==> config.mk <==
export PLATFORM = sky130hd
export DESIGN_NAME = sysref_frame_gen
export DESIGN_NICKNAME = d
export VERILOG_FILES = /design/src/rtl/sfg_pkg.sv /design/src/rtl/sfg_prescaler.sv /design/src/rtl/sfg_frame_div.sv /design/src/rtl/sfg_interp_div.sv /design/src/rtl/sfg_step_enc.sv /design/src/rtl/sysref_frame_gen.sv
export SDC_FILE = /design/constraint.sdc
export NUM_CORES = 1
export LEC_CHECK = 0
export BUFFER_PORTS_ARGS = -buffer_cell sky130_fd_sc_hd__buf_2
export CORE_MARGIN = 5
export CORE_UTILIZATION = 54
export CTS_BUF_LIST = sky130_fd_sc_hd__clkbuf_4
export DETAILED_ROUTE_END_ITERATION = 10
export GPL_TIMING_DRIVEN = 0
export MAX_ROUTING_LAYER = met4
export PLACE_DENSITY = 0.76
export SKIP_LAST_GASP = 1
export SLEW_MARGIN = 30
export SYNTH_ARGS = -nofsm -noshare
export SYNTH_HDL_FRONTEND = slang
export SYNTH_SLANG_ARGS = --single-unit
export TNS_END_PERCENT = 5
==> constraint.sdc <==
create_clock -name clk -period 5.21 [get_ports clk]
set_input_delay 0 -clock clk [delete_from_list [all_inputs] [get_ports clk]]
set_output_delay 0 -clock clk [all_outputs]
set_load 0.01 [all_outputs]
==> src/rtl/sfg_pkg.sv <==
package sfg_pkg;

    localparam int RATIO_W  = 12;
    localparam int STEP_W   = 9;
    localparam int FINE_W   = 7;
    localparam int SEG_LEN  = 127;
    localparam int STEP_TOP = 4 * SEG_LEN;
    localparam int ITICK_W  = 4;

    typedef enum logic [1:0] {
        PRE_DIV1 = 2'd0,
        PRE_DIV2 = 2'd1,
        PRE_DIV4 = 2'd2,
        PRE_BAD  = 2'd3
    } pre_code_e;

    typedef struct packed {
        logic [1:0]         pre_log2;
        logic [RATIO_W-1:0] ratio;
    } frame_cfg_t;

    typedef struct packed {
        logic [1:0]        quad;
        logic [FINE_W-1:0] fine;
    } dly_code_t;

    function automatic logic [1:0] pre_log2_of(input logic [1:0] code);
        return (code == PRE_BAD) ? 2'd0 : code;
    endfunction

    function automatic logic cfg_is_valid(
        input logic [1:0]         pcode,
        input logic [RATIO_W-1:0] ratio,
        input logic [1:0]         isel,
        input logic               gen,
        input logic               dly
    );
        logic [RATIO_W+1:0] total;
        logic [4:0]         dmask;
        logic               bad;
        total = {2'b00, ratio} << pre_log2_of(pcode);
        dmask = (5'd2 << isel) - 5'd1;
        bad   = (pcode == PRE_BAD) || (ratio < RATIO_W'(2));
        if (gen && dly && ((total[4:0] & dmask) != 5'd0))
            bad = 1'b1;
        return !bad;
    endfunction

endpackage

==> src/rtl/sfg_prescaler.sv <==
module sfg_prescaler #(
    parameter int CNT_W = 2
) (
    input  logic       clk,
    input  logic       rst,
    input  logic       run,
    input  logic       restart,
    input  logic [1:0] pre_log2,
    output logic       tick
);
    logic [CNT_W-1:0] pcnt;
    logic [CNT_W-1:0] mask;

    assign mask = CNT_W'((3'd1 << pre_log2) - 3'd1);
    assign tick = run && ((pcnt & mask) == mask);

    always_ff @(posedge clk) begin
        if (rst || !run || restart)
            pcnt <= '0;
        else
            pcnt <= pcnt + CNT_W'(1);
    end
endmodule

==> src/rtl/sfg_frame_div.sv <==
module sfg_frame_div
    import sfg_pkg::*;
(
    input  logic       clk,
    input  logic       rst,
    input  logic       en,
    input  logic       cfg_ok,
    input  frame_cfg_t cfg_in,
    output logic       frame_out
);
    frame_cfg_t         act;
    logic               running;
    logic [RATIO_W-1:0] cnt;
    logic               pre_tick;
    logic               last_cnt;
    logic               boundary;

    assign last_cnt = (cnt == act.ratio - RATIO_W'(1));
    assign boundary = running && en && pre_tick && last_cnt;

    sfg_prescaler #(.CNT_W(2)) u_pre (
        .clk      (clk),
        .rst      (rst),
        .run      (running),
        .restart  (boundary),
        .pre_log2 (act.pre_log2),
        .tick     (pre_tick)
    );

    always_ff @(posedge clk) begin
        if (rst) begin
            running <= 1'b0;
            cnt     <= '0;
            act     <= '0;
        end else if (!running) begin
            cnt <= '0;
            if (en && cfg_ok) begin
                running <= 1'b1;
                act     <= cfg_in;
            end
        end else if (!en) begin
            running <= 1'b0;
            cnt     <= '0;
        end else if (pre_tick) begin
            if (last_cnt) begin
                cnt <= '0;
                if (cfg_ok)
                    act <= cfg_in;
                else
                    running <= 1'b0;
            end else begin
                cnt <= cnt + RATIO_W'(1);
            end
        end
    end

    assign frame_out = running && (cnt < (act.ratio >> 1));
endmodule

==> src/rtl/sfg_interp_div.sv <==
module sfg_interp_div #(
    parameter int CNT_W = 4
) (
    input  logic       clk,
    input  logic       rst,
    input  logic [1:0] sel,
    output logic       tick
);
    logic [CNT_W-1:0] icnt;
    logic [CNT_W-1:0] mask;

    assign mask = CNT_W'((5'd2 << sel) - 5'd1);
    assign tick = ((icnt & mask) == mask);

    always_ff @(posedge clk) begin
        if (rst)
            icnt <= '0;
        else
            icnt <= icnt + CNT_W'(1);
    end
endmodule

==> src/rtl/sfg_step_enc.sv <==
module sfg_step_enc
    import sfg_pkg::*;
(
    input  logic              clk,
    input  logic              rst,
    input  logic [STEP_W-1:0] step,
    output dly_code_t         code
);
    logic [STEP_W-1:0] s;
    dly_code_t         nxt;

    always_comb begin
        s = (step > STEP_W'(STEP_TOP)) ? STEP_W'(STEP_TOP) : step;
        if (s <= STEP_W'(SEG_LEN)) begin
            nxt.quad = 2'd0;
            nxt.fine = FINE_W'(STEP_W'(SEG_LEN) - s);
        end else if (s <= STEP_W'(2 * SEG_LEN)) begin
            nxt.quad = 2'd1;
            nxt.fine = FINE_W'(s - STEP_W'(SEG_LEN));
        end else if (s <= STEP_W'(3 * SEG_LEN)) begin
            nxt.quad = 2'd3;
            nxt.fine = FINE_W'(STEP_W'(3 * SEG_LEN) - s);
        end else begin
            nxt.quad = 2'd2;
            nxt.fine = FINE_W'(s - STEP_W'(3 * SEG_LEN));
        end
    end

    always_ff @(posedge clk) begin
        if (rst)
            code <= '0;
        else
            code <= nxt;
    end
endmodule

==> src/rtl/sysref_frame_gen.sv <==
module sysref_frame_gen
    import sfg_pkg::*;
(
    input  logic               clk,
    input  logic               rst,
    input  logic               en,
    input  logic [1:0]         pre_sel,
    input  logic [RATIO_W-1:0] main_ratio,
    input  logic [1:0]         interp_sel,
    input  logic               gen_mode,
    input  logic               dly_engage,
    input  logic [STEP_W-1:0]  dly_step,
    output logic               sysref_out,
    output logic               interp_tick,
    output logic [1:0]         dly_quad,
    output logic [FINE_W-1:0]  dly_fine,
    output logic               cfg_err
);
    frame_cfg_t cfg_req;
    logic       cfg_ok;
    dly_code_t  code;

    assign cfg_req.pre_log2 = pre_log2_of(pre_sel);
    assign cfg_req.ratio    = main_ratio;
    assign cfg_ok = cfg_is_valid(pre_sel, main_ratio, interp_sel, gen_mode, dly_engage);

    always_ff @(posedge clk) begin
        if (rst)
            cfg_err <= 1'b0;
        else
            cfg_err <= !cfg_ok;
    end

    sfg_frame_div u_frame (
        .clk       (clk),
        .rst       (rst),
        .en        (en),
        .cfg_ok    (cfg_ok),
        .cfg_in    (cfg_req),
        .frame_out (sysref_out)
    );

    sfg_interp_div #(.CNT_W(ITICK_W)) u_itick (
        .clk  (clk),
        .rst  (rst),
        .sel  (interp_sel),
        .tick (interp_tick)
    );

    sfg_step_enc u_enc (
        .clk  (clk),
        .rst  (rst),
        .step (dly_step),
        .code (code)
    );

    assign dly_quad = code.quad;
    assign dly_fine = code.fine;
endmodule

==> impl_metrics.yaml, run 1 <==
power:
  p_leak_nw: 1.37
  irDropWorstVdd_uv: 177
  power_density_nw_per_um2: 246
  power_mw: 0.822
clock_network:
  clockBufferDepth: 2
  clock-sinks: 43
  cts_tree: "done"
  clkTransAtPathRegs_ps: 130
  cts_root_buf: "clkbuf_4"
  cts_resized: 0
  cts_buffers: 5
  clk_latency_ps: 360
  ctsHtreeMaxLevel: 2
global_routing:
  antenna_found_initial: 0
  grt_max_degree: 15
  grt_first_pass_wirelength_um: 11300
  grt-busiest-layer: "met2"
  track_usage: 0.222
  met3_usage: 0.0351
  grt_pass1_vias: 2444
  overflow: 0
  grt.met1_usage: 0.281
  gr-usage-met2: 0.365
drt:
  firstDrtPassIters: 5
  drc: 0
  viasPerCell: 5.62
  detail_route.wl_per_cell_um: 14.7
  drt_wl_total_um: 6790
  final_antenna_net_count: 0
  drtIter0Drc: 146
  vias: 2592
sta:
  fin_setup_tns_ps: 0
  finalCritPeriodShare: 0.691
  tightestPinTransition_ps: 790
  max_slew_margin: 0.471
  finalSetupViolCount: 0
  fmax_mhz: 278
  final_max_slew_viol_count: 0
  rsz0062_at_grt: "false"
  finClkSkew_ps: 15.6
  min_period_ps: 3600
  hold_violations: 0
synth:
  synth_flop_cell: "dfxtp_1"
  synth-seq-cells: 43
  syn_area_per_cell_um2: 8.47
  synth-async-reset-ratio: 0
  syn_inst: 326
  syn-num-nets: 376
  synth_edf_count: 0
  yosysWarnings: 0
  netlist-cell-type-count: 53
  ys_seq_area_frac: 0.312
  netlist_area_um2: 2760
finish:
  synthToLayoutAreaGrowth_pct: 21.0
  antenna_cells: 0
  final_cell_mix: "dfxtp_1, buf_2, nor2_1"
  layout.nets: 440
  fillers: 409
  final_common_cell: "dfxtp_1"
  drive_gt1_frac: 0.156
setup_path:
  cp_num_buf_inv: 5
  cp.required_ps: 5470
  crit_family: "buffers and inverters"
  path_max_fanout: 10
  reg2reg_slack_ps: 1610
  path_class: "flip-flop to flip-flop"
  cp_common_cell: "inv_1"
  max_stage_delay_ps: 550
  cp-start-kind: "flip-flop"
  slowest_stage: "dlygate4sd3_1"
  path_cells: "inv_1 -> ha_1 -> buf_2 -> inv_1 -> nor4_1 -> o211ai_1 -> a22o_1 -> nor4b_2 -> o221ai_1 -> clkbuf_1 -> a32o_1 -> dlygate4sd3_1"
  worstPathArrival_ps: 3860
  end_kind: "flip-flop"
placed_design:
  portBuffers: 38
  dp_hpwl_um: 5020
  place_congestion: 0.920
die:
  initial_utilization: 0.548
  die_area_um2: 6650
  core-area_um2: 5040
  pin_count: 42
  fp.dieH_um: 81.5
  rows: 26
  fp.dieW_um: 81.5
run_status:
  outcome: "finished clean"
hold_path:
  hold_class: "input port to flip-flop"
run:
  max_cap_viol_count: 0
[cell families (layout without fill, tap and decap cells)]
| kind of cell | after synthesis | count (layout) | synth area share |
|---|---|---|---|
| AND/OR/NAND/NOR | 115 | 115 | 0.221 |
| AO/OA/AOI/OAI | 83 | 83 | 0.226 |
| flip-flops | 43 | 43 | 0.312 |
| buffers and inverters | 34 | 99 | 0.0521 |
| XOR/XNOR | 30 | 30 | 0.0951 |
| adder cells (fa/ha/maj) | 20 | 20 | 0.0906 |
| multiplexers | 1 | 1 | 0.00362 |
[metal layers]
metal | up-vias | wire length [um]
li1 | 1321 | -
met1 | 1203 | 3080
met2 | 56 | 3320
met3 | 12 | 267
met4 | 0 | 112
met5 | - | 0
[final timing paths]
kind	end	start	cells past startpoint
hold reg to reg	u_itick.icnt[0]	u_itick.icnt[0]	1
hold / removal	u_itick.icnt[3]	rst	2
setup reg to reg	u_frame.act[13]	u_frame.act[0]	12
setup / recovery	u_frame.act[13]	u_frame.act[0]	12
[stage by stage]
step,setup WS [ps],utilization,instances,instance area [um^2],hold slack [ps]
finish,1610,0.663,461,3340,3.57
floorplan,2530,-,326,2760,77.5
CTS,1660,0.663,461,3340,0.480
global route,1350,0.663,461,3340,32.1
detailed placement,2070,0.604,434,3050,229
global placement,1880,0.603,434,3040,226
[synth_stat cells, drive strengths merged, types with 2 or more instances]
master  number  area (um^2)
a21oi       11         55.1
inv         23         86.3
nand3       10         50.1
o221ai       2         17.5
and2         3         18.8
a32o         3         30.0
nor3         8         40.0
o21a         4         30.0
and3         5         31.3
a22oi        2         15.0
a31o         3         26.3
or4b         2         23.8
o21ai       10         50.0
and4         3         26.3
buf          4         31.3
or4          2         15.0
a41oi        2         17.5
o21bai       2         15.0
a22o        13          114
nor2b        4         25.0
nor4         7         58.8
xor2        12          105
a21o         5         37.5
ha          20          250
nand4        6         37.5
clkbuf       7         26.3
a311oi       2         17.5
o211ai       3         22.5
nor2        34          128
xnor2       18          158
a31oi        5         31.3
a221oi       2         17.5
a211oi       8         72.6
o31ai        2         15.0
nand2b       6         37.5
nand2       20         75.1
dfxtp       43          861
[area by class of cell]
type                    instances  area (um^2)  share of cell area
plain buffers                  11         57.6              0.0172
clock buffers                   5         37.5              0.0112
clock inverters                 3         67.6              0.0202
inverters                      23         86.3              0.0258
multi-input cells             249         1760               0.528
flip-flops and latches         43          861               0.258
well taps                      70         87.6              0.0262
repair buffers                 57          380               0.114
[sequential cells by signal (all words and copies together), names as in the netlist]
| signal | cells |
|---|---|
| u_frame.running | 1 |
| u_itick.icnt | 4 |
| u_frame.act | 14 |
| u_frame.u_pre.pcnt | 2 |
| cfg_err | 1 |
| u_enc.code | 9 |
| u_frame.cnt | 12 |
[timing repair]
action / in CTS / in global routing
hold buffers: 19 / 0
endpoints found under the hold margin: 20 / 0
setup buffers: 0 / 0
[where the power goes]
| group | leakage [nW] | switching (mW) | internal (mW) |
|---|---|---|---|
| clock network | 0.0514 | 0.110 | 0.149 |
| registers | 0.352 | 0.0161 | 0.346 |
| logic | 0.963 | 0.107 | 0.0934 |
Power figures use the tool's default switching activity.
==> run 2, diff against run 1 <==
==> constraint.sdc (replaced) <==
create_clock -name clk -period 3.7 [get_ports clk]
set_input_delay 0 -clock clk [delete_from_list [all_inputs] [get_ports clk]]
set_output_delay 0 -clock clk [all_outputs]
set_load 0.01 [all_outputs]
==> impl_metrics.yaml, run 2 (synthesis results as in run 1) <==
finish:
  top_regs: "u_frame.act: 14 flops, u_frame.cnt: 12 flops, u_enc.code: 9 flops"
  top_register: "u_frame.act"
  drive_gt1_frac: 0.159
  synthToLayoutAreaGrowth_pct: 21.5
  largest_reg_flops: 14
  antenna_cells: 0
  final_common_cell: "dfxtp_1"
  final_cell_mix: "dfxtp_1, buf_2, nor2_1"
  layout.nets: 440
die:
  die_area_um2: 6650
  initial_utilization: 0.548
  fp.dieH_um: 81.5
  core-area_um2: 5040
  rows: 26
  pin_count: 42
  fp.dieW_um: 81.5
clock_network:
  clockBufferDepth: 2
  ctsHtreeMaxLevel: 2
  clk_latency_ps: 360
  cts_tree: "done"
  cts_buffers: 5
  cts_root_buf: "clkbuf_4"
  clkTransAtPathRegs_ps: 130
  post_cts_buffers: 0
  clock-sinks: 43
placed_design:
  place_ws_ps: 556
  portBuffers: 38
  dp_hpwl_um: 5020
  place_congestion: 0.920
setup_path:
  cp-start-kind: "flip-flop"
  cp.required_ps: 4010
  path_max_fanout: 10
  crit_family: "compound AO/OA/AOI/OAI gates"
  path_cells: "inv_1 -> ha_1 -> buf_2 -> inv_1 -> nor4_1 -> o211ai_1 -> a22o_1 -> or4b_4 -> a211oi_4 -> a32o_1 -> dlygate4sd3_1"
  max_stage_delay_ps: 600
  worstPathArrival_ps: 3780
  cp_num_buf_inv: 4
  slowest_stage: "or4b_4"
  cp_common_cell: "inv_1"
  end_kind: "flip-flop"
  path_class: "flip-flop to flip-flop"
hold_path:
  hold_class: "input port to flip-flop"
drt:
  drt_wl_total_um: 6840
  viasPerCell: 5.63
  drc: 0
  vias: 2594
  detail_route.wl_per_cell_um: 14.8
  drtIter0Drc: 161
  final_antenna_net_count: 0
  firstDrtPassIters: 5
sta:
  finClkSkew_ps: 13.6
  finalCritPeriodShare: 0.937
  final_max_slew_viol_count: 0
  tightestPinTransition_ps: 787
  fmax_mhz: 289
  finalWorstSetupSlack_ps: 234
  hold_violations: 0
  rsz0062_at_grt: "false"
  min_period_ps: 3470
  fin_setup_tns_ps: 0
  finalSetupViolCount: 0
  max_slew_margin: 0.473
global_routing:
  grt_first_pass_wirelength_um: 11300
  grt_pass1_vias: 2444
  overflow: 0
  antenna_found_initial: 0
  track_usage: 0.222
  grt_max_degree: 15
power:
  power_density_nw_per_um2: 346
  p_leak_nw: 1.37
  irDropWorstVdd_uv: 250
run_status:
  outcome: "finished clean"
run:
  max_cap_viol_count: 0
## run 2: cell counts in the layout (fill, tap and decap cells not counted)
Identical to the previous run, type by type.
## run 2: per-layer routing
layer  part of all wire  GRT usage  vias up
met2               0.49      0.365       62
li1                   -          -     1323
met3              0.040     0.0351       14
met5                  0          -        -
met4              0.019     0.0642        0
met1               0.46      0.281     1195
## run 2: power by group
group	total [mW]	internal (mW)	switching (mW)
clock	0.365	0.210	0.155
combinational	0.287	0.133	0.154
sequential	0.510	0.487	0.0224
total	1.16	0.830	0.331
## run 2: final cells by class
type / count / area [um^2]
multi-input cells: 249 / 1780
fillers: 408 / 1690
flip-flops and latches: 43 / 861
repair buffers: 57 / 380
well taps: 70 / 87.6
inverters: 23 / 86.3
clock inverters: 3 / 67.6
plain buffers: 11 / 57.6
clock buffers: 5 / 37.5
## run 2: per-stage QoR
stage / utilization / total power, mW / hold slack [ps] / cells / cell area, um^2
after floorplan: - / 0.702 / 77.5 / 326 / 2760
after global placement: 0.603 / 0.772 / 226 / 434 / 3040
after detailed placement: 0.604 / 0.780 / 229 / 434 / 3050
after CTS: 0.663 / 1.16 / 0.480 / 461 / 3340
after global routing: 0.666 / 1.23 / 43.8 / 461 / 3360
final: 0.666 / 1.16 / 14.4 / 461 / 3360
## run 2: path summary, 6_finish.rpt
path,startpoint,endpoint,slack [ps],cells after the start
hold / removal,rst,u_itick.icnt[3],10,2
hold reg to reg,u_itick.icnt[0],u_itick.icnt[0],480,1
setup reg to reg,u_frame.act[0],u_frame.act[13],230,11
setup / recovery,u_frame.act[0],u_frame.act[13],230,11
## run 2: what timing repair did
action / CTS / global route
setup endpoints to repair: 0 / 1
gates resized for setup: 0 / 2
hold buffers: 19 / 0
endpoints found under the hold margin: 20 / 0
